--- src/rtl/bkpt_pkg.sv ---
package bkpt_pkg;
  // control word bit positions (decoded by the comparators)
  localparam int CB_RD    = 0;
  localparam int CB_WR    = 1;
  localparam int CB_EN    = 2;
  localparam int CB_FETCH = 3;
  // register select codes
  localparam int SEL_CTL       = 0;
  localparam int SEL_STAT      = 1;
  localparam int SEL_ADDR_BASE = 2;
endpackage

--- src/rtl/bkpt_regs.sv ---
module bkpt_regs #(
  parameter int ADDR_W   = 16,
  parameter int CTL_W    = 8,
  parameter int NUM_ADDR = 2,
  parameter int SEL_W    = 2
) (
  input  logic                             clk,
  input  logic                             rst,
  input  logic                             reg_wr,
  input  logic [SEL_W-1:0]                 reg_sel,
  input  logic [ADDR_W-1:0]                wr_data,
  output logic [CTL_W-1:0]                 ctl_q,
  output logic [NUM_ADDR-1:0][ADDR_W-1:0]  addr_q
);
  import bkpt_pkg::*;

  always_ff @(posedge clk) begin
    if (rst) begin
      ctl_q <= '0;
    end else if (reg_wr && reg_sel == SEL_W'(SEL_CTL)) begin
      ctl_q <= wr_data[CTL_W-1:0];
    end
  end

  for (genvar k = 0; k < NUM_ADDR; k++) begin : g_addr
    always_ff @(posedge clk) begin
      if (rst) begin
        addr_q[k] <= '0;
      end else if (reg_wr && reg_sel == SEL_W'(SEL_ADDR_BASE + k)) begin
        addr_q[k] <= wr_data;
      end
    end
  end
endmodule

--- src/rtl/bkpt_match.sv ---
module bkpt_match #(
  parameter int ADDR_W   = 16,
  parameter int CTL_W    = 8,
  parameter int NUM_ADDR = 2
) (
  input  logic [CTL_W-1:0]                 ctl,
  input  logic [NUM_ADDR-1:0][ADDR_W-1:0]  addr,
  input  logic                             fetch_vld,
  input  logic [ADDR_W-1:0]                fetch_addr,
  input  logic                             dacc_rd,
  input  logic                             dacc_wr,
  input  logic [ADDR_W-1:0]                dacc_addr,
  output logic [NUM_ADDR-1:0]              hit_rf,
  output logic [NUM_ADDR-1:0]              hit_wr
);
  import bkpt_pkg::*;

  logic en, fmode, rd_q, wr_q;
  assign en    = ctl[CB_EN];
  assign fmode = ctl[CB_FETCH];
  assign rd_q  = dacc_rd && ctl[CB_RD];
  assign wr_q  = dacc_wr && ctl[CB_WR];

  for (genvar k = 0; k < NUM_ADDR; k++) begin : g_cmp
    logic f_eq, d_eq;
    assign f_eq = fetch_vld && (fetch_addr == addr[k]);
    assign d_eq = (dacc_addr == addr[k]);
    assign hit_rf[k] = en && (fmode ? f_eq : (rd_q && d_eq));
    assign hit_wr[k] = en && !fmode && wr_q && d_eq;
  end
endmodule

--- src/rtl/bkpt_status.sv ---
module bkpt_status #(
  parameter int NUM_ADDR = 2,
  localparam int STAT_W  = 2 * NUM_ADDR
) (
  input  logic                clk,
  input  logic                rst,
  input  logic [NUM_ADDR-1:0] hit_rf,
  input  logic [NUM_ADDR-1:0] hit_wr,
  input  logic                clr_en,
  input  logic [STAT_W-1:0]   clr_mask,
  output logic [STAT_W-1:0]   stat_q,
  output logic                brk_req
);
  logic [STAT_W-1:0] set_vec;

  for (genvar k = 0; k < NUM_ADDR; k++) begin : g_pack
    assign set_vec[2*k]   = hit_rf[k];
    assign set_vec[2*k+1] = hit_wr[k];
  end

  always_ff @(posedge clk) begin
    if (rst) begin
      stat_q  <= '0;
      brk_req <= 1'b0;
    end else begin
      // new hits win over a simultaneous clear
      stat_q  <= (stat_q & ~(clr_en ? clr_mask : '0)) | set_vec;
      brk_req <= |set_vec;
    end
  end
endmodule

--- src/rtl/bkpt_unit.sv ---
module bkpt_unit #(
  parameter int ADDR_W   = 16,
  parameter int CTL_W    = 8,
  parameter int NUM_ADDR = 2,
  localparam int SEL_W   = $clog2(NUM_ADDR + 2),
  localparam int STAT_W  = 2 * NUM_ADDR
) (
  input  logic              clk,
  input  logic              rst,
  input  logic [SEL_W-1:0]  reg_sel,
  input  logic              reg_wr,
  input  logic [ADDR_W-1:0] wr_data,
  output logic [ADDR_W-1:0] rd_data,
  input  logic              fetch_vld,
  input  logic [ADDR_W-1:0] fetch_addr,
  input  logic              dacc_rd,
  input  logic              dacc_wr,
  input  logic [ADDR_W-1:0] dacc_addr,
  output logic              brk_req
);
  import bkpt_pkg::*;

  logic [CTL_W-1:0]                ctl_q;
  logic [NUM_ADDR-1:0][ADDR_W-1:0] addr_q;
  logic [NUM_ADDR-1:0]             hit_rf, hit_wr;
  logic [STAT_W-1:0]               stat_q;
  logic                            stat_clr;
  logic [ADDR_W-1:0]               rd_next;

  bkpt_regs #(.ADDR_W(ADDR_W), .CTL_W(CTL_W), .NUM_ADDR(NUM_ADDR), .SEL_W(SEL_W)) regs_i (
    .clk(clk), .rst(rst), .reg_wr(reg_wr), .reg_sel(reg_sel), .wr_data(wr_data),
    .ctl_q(ctl_q), .addr_q(addr_q)
  );

  bkpt_match #(.ADDR_W(ADDR_W), .CTL_W(CTL_W), .NUM_ADDR(NUM_ADDR)) match_i (
    .ctl(ctl_q), .addr(addr_q), .fetch_vld(fetch_vld), .fetch_addr(fetch_addr),
    .dacc_rd(dacc_rd), .dacc_wr(dacc_wr), .dacc_addr(dacc_addr),
    .hit_rf(hit_rf), .hit_wr(hit_wr)
  );

  assign stat_clr = reg_wr && (reg_sel == SEL_W'(SEL_STAT));

  bkpt_status #(.NUM_ADDR(NUM_ADDR)) status_i (
    .clk(clk), .rst(rst), .hit_rf(hit_rf), .hit_wr(hit_wr),
    .clr_en(stat_clr), .clr_mask(wr_data[STAT_W-1:0]),
    .stat_q(stat_q), .brk_req(brk_req)
  );

  always_comb begin
    rd_next = '0;
    if (reg_sel == SEL_W'(SEL_CTL)) rd_next[CTL_W-1:0] = ctl_q;
    if (reg_sel == SEL_W'(SEL_STAT)) rd_next[STAT_W-1:0] = stat_q;
    for (int k = 0; k < NUM_ADDR; k++) begin
      if (reg_sel == SEL_W'(SEL_ADDR_BASE + k)) rd_next = addr_q[k];
    end
  end

  always_ff @(posedge clk) begin
    if (rst) rd_data <= '0;
    else     rd_data <= rd_next;
  end
endmodule

--- config.mk ---
export PLATFORM = sky130hd
export DESIGN_NAME = bkpt_unit
export DESIGN_NICKNAME = d
export VERILOG_FILES = /design/src/rtl/bkpt_pkg.sv /design/src/rtl/bkpt_regs.sv /design/src/rtl/bkpt_match.sv /design/src/rtl/bkpt_status.sv /design/src/rtl/bkpt_unit.sv
export SDC_FILE = /design/constraint.sdc
export NUM_CORES = 1
export LEC_CHECK = 0
export CELL_PAD_IN_SITES_DETAIL_PLACEMENT = 1
export CELL_PAD_IN_SITES_GLOBAL_PLACEMENT = 1
export CORE_UTILIZATION = 38
export DETAILED_ROUTE_END_ITERATION = 8
export PLACE_DENSITY = 0.78
export SLEW_MARGIN = 0
export SYNTH_ARGS = -nofsm -noshare
export SYNTH_HDL_FRONTEND = slang
export SYNTH_HIERARCHICAL = 1
export SYNTH_SLANG_ARGS = --single-unit
--- constraint.sdc ---
create_clock -name clk -period 2.1 [get_ports clk]
set_clock_uncertainty 0.1 [all_clocks]
set_input_delay 0.42 -clock clk [delete_from_list [all_inputs] [get_ports clk]]
set_output_delay 0.42 -clock clk [all_outputs]
set_load 0.01 [all_outputs]
==> flow_metrics.tcl <==
set metrics [dict create \
    power_uw 2760 \
    grt_pass1_wl_um 15400 \
    startpoint_type "input pin" \
    routed-via-count 2714 \
    num_io_pins 73 \
    rr_startpoint "regs_i/addr_q[8]" \
    grt_overflow 0 \
    core_sq_um 8260 \
    synth_top_cell_by_area "dfxtp_1" \
    ant_nets 0 \
    grt-busiest-layer "met2" \
    rows 33 \
    die_area_sq_um 8940 \
    antenna_found_initial 0 \
    mostFrequentLayoutCells "clkdlybuf4s50_1 (72), xor2_1 (61), dfxtp_1 (61)" \
    cts-root-buf "clkbuf_8" \
    drt-total-wl_um 9910 \
    grt_max_degree 55 \
    met1_usage_pct 27.9 \
    clk_pin_slew_ns 0.07 \
    syn-num-nets 382 \
    p_leak_uw 0.00195 \
    cp.required_ns 2.24 \
    gp_congestion 0.857 \
    synthToLayoutAreaGrowth_pct 39.4 \
    postCtsHoldBufs 0 \
    grt_pass1_vias 2945 \
    cts_buffers 9 \
    finalHoldViolCount 0 \
    die_h_um 94.5 \
    irDropWorstVdd_mv 0.348 \
    drtIter0Drc 51 \
    layout-drive-gt1-share_pct 12.9 \
    tritoncts "done" \
    slew_headroom_pct 76.6 \
    vias_per_cell 5.09 \
    syn_avg_cell_area_sq_um 9.98 \
    whs_ns 0.381 \
    routedWlPerCell_um 18.6 \
    finalMaxSlewViolations 0 \
    yosysWarnings 6 \
    final_common_cell "clkdlybuf4s50_1" \
    min_from "regs_i/ctl_q[4]" \
    fin_crit_ns 2.06 \
    first_pass_iters 4 \
    syn_area_sq_um 3250 \
    final-setup-viol-count 0 \
    ys_seq_area_share_pct 37.5 \
    r2r_end "status_i/stat_q[0]" \
    p_per_area_nw_per_um2 609 \
    diodes 0 \
    synthTopCellsByArea "dfxtp_1 (38%), mux2i_1 (18%), xor2_1 (16%)" \
    fmax_ghz 0.486 \
    reg2reg_slack_ns 0.22 \
    final_nets 481 \
    synth_cells 326 \
    critPathArrivalTime_ns 2.19 \
    maxCapViolations 0 \
    hp-class "reg2reg" \
    grt.total_usage_pct 23.3 \
    use_met2_pct 42.3 \
    grtUsageMet3_pct 3.54 \
    cts_buffer_depth 2 \
    dp_hpwl_um 7410 \
    start_util_pct 39.4 \
    synth_top_cell_area_share_pct 37.5 \
    post_cts_buffers 0 \
    crit_type "in2reg" \
    cp_max_fo 2 \
    ys_ff_latch 61 \
    hold_depth 2 \
    clock_latency_ns 0.33 \
    route.detailed.drc 0 \
    whs_endpoint "regs_i/ctl_q[4]" \
    io_buffers 72 \
    worstMarginPinSlew_ns 0.350 \
    rsz0062_at_grt "yes" \
    die_x_um 94.5 \
    htree_levels 3 \
    status "finished, final reports clean" \
    post_synth_num_cell_types 29 \
    worstRegToRegCells 6 \
    clkSinkCount 61 \
    period_share_pct 97.9 \
    end_kind "flip-flop" \
]
worst max-delay path by stage:
stage | from | endpoint | slack (ns) | depth (start not counted)
6_report | fetch_addr[3] | status_i/stat_q[0] | 0.04 | 7
5_1_grt | dacc_addr[14] | status_i/stat_q[2] | -0.02 | 7
4_1_cts | fetch_addr[2] | status_i/stat_q[2] | 0.02 | 8
3_5_place_dp | fetch_addr[6] | status_i/brk_req | -0.38 | 7
3_3_place_gp | fetch_addr[6] | status_i/brk_req | -0.38 | 7
2_1_floorplan | fetch_addr[9] | status_i/stat_q[0] | 0.40 | 6
where the power goes:
part / total (uW) / internal (uW) / switching, uW
Sequential: 1230 / 1190 / 37.0
Clock: 1070 / 634 / 436
Combinational: 463 / 257 / 206
Total: 2760 / 2080 / 680
logic make-up (layout without fill, tap and decap cells):
| kind of cell | Yosys count | after routing | synth area share [%] |
|---|---|---|---|
| flip-flops | 61 | 61 | 37.5 |
| AND/OR/NAND/NOR | 102 | 102 | 18.6 |
| XOR/XNOR | 64 | 64 | 17.2 |
| buffers and inverters | 20 | 122 | 3.84 |
| multiplexers | 60 | 60 | 18.5 |
| AO/OA/AOI/OAI | 19 | 19 | 4.34 |
worst max-delay path: stages:
cell and delay, ns:
clkdlybuf4s50_1 0.46, xor2_1 0.16, nor4_1 0.33, nand4_1 0.17, o32ai_2 0.26, inv_1 0.10
a311oi_1 0.28
layer usage:
layer,share of wire [%],wire length [um]
met5,0,0
met3,2.6,253
met1,44,4400
met4,1.3,129
met2,52,5130
cell type report:
class                      instances  area (sq um)
timing repair buffer             103          1020
sequential                        61          1220
inverter                           5          18.8
clock buffer                      13           169
tap                              105           131
multi-input combinational        245          1950
clock inverter                     1          30.0
fill                             925          3720
state kept, by name, indices dropped and copies added, names as in the netlist:
register	flops
rd_data	16
regs_i/addr_q	32
regs_i/ctl_q	8
status_i/brk_req	1
status_i/stat_q	4
repair_timing:
| action | 4_1_cts | 5_1_grt |
|---|---|---|
| resized for setup | 1 | 6 |
| pin swaps | 0 | 3 |
| setup endpoints to repair | 2 | 4 |
synthesized netlist by cell type:
master	number
nor4_2	1
nand2b_1	57
buf_4	2
a41oi_1	1
a211oi_1	4
or2_1	1
xor2_1	61
nor2b_1	1
buf_12	1
a21oi_1	4
nand3_2	1
dfxtp_1	61
clkbuf_1	6
nand4_1	4
and3b_2	1
nor4_1	13
xnor2_1	3
buf_2	3
nor2_1	16
nand3_1	4
buf_6	3
nor3_1	1
a311oi_1	4
or3b_1	1
inv_1	5
o22ai_1	5
o32ai_2	1
nand2_1	1
mux2i_1	60
stage by stage:
step | utilization, % | std cells | instance area, sq um | setup TNS [ns] | setup WS [ns]
finish | 55.0 | 533 | 4540 | 0 | 0.0431
global route | 55.0 | 533 | 4540 | -0.0561 | -0.0243
CTS | 54.5 | 533 | 4500 | 0 | 0.0194
detailed placement | 52.0 | 519 | 4300 | -1.59 | -0.380
global placement | 52.0 | 519 | 4300 | -1.48 | -0.379
floorplan | - | 326 | 3250 | 0 | 0.404
Power figures use the tool's default switching activity.
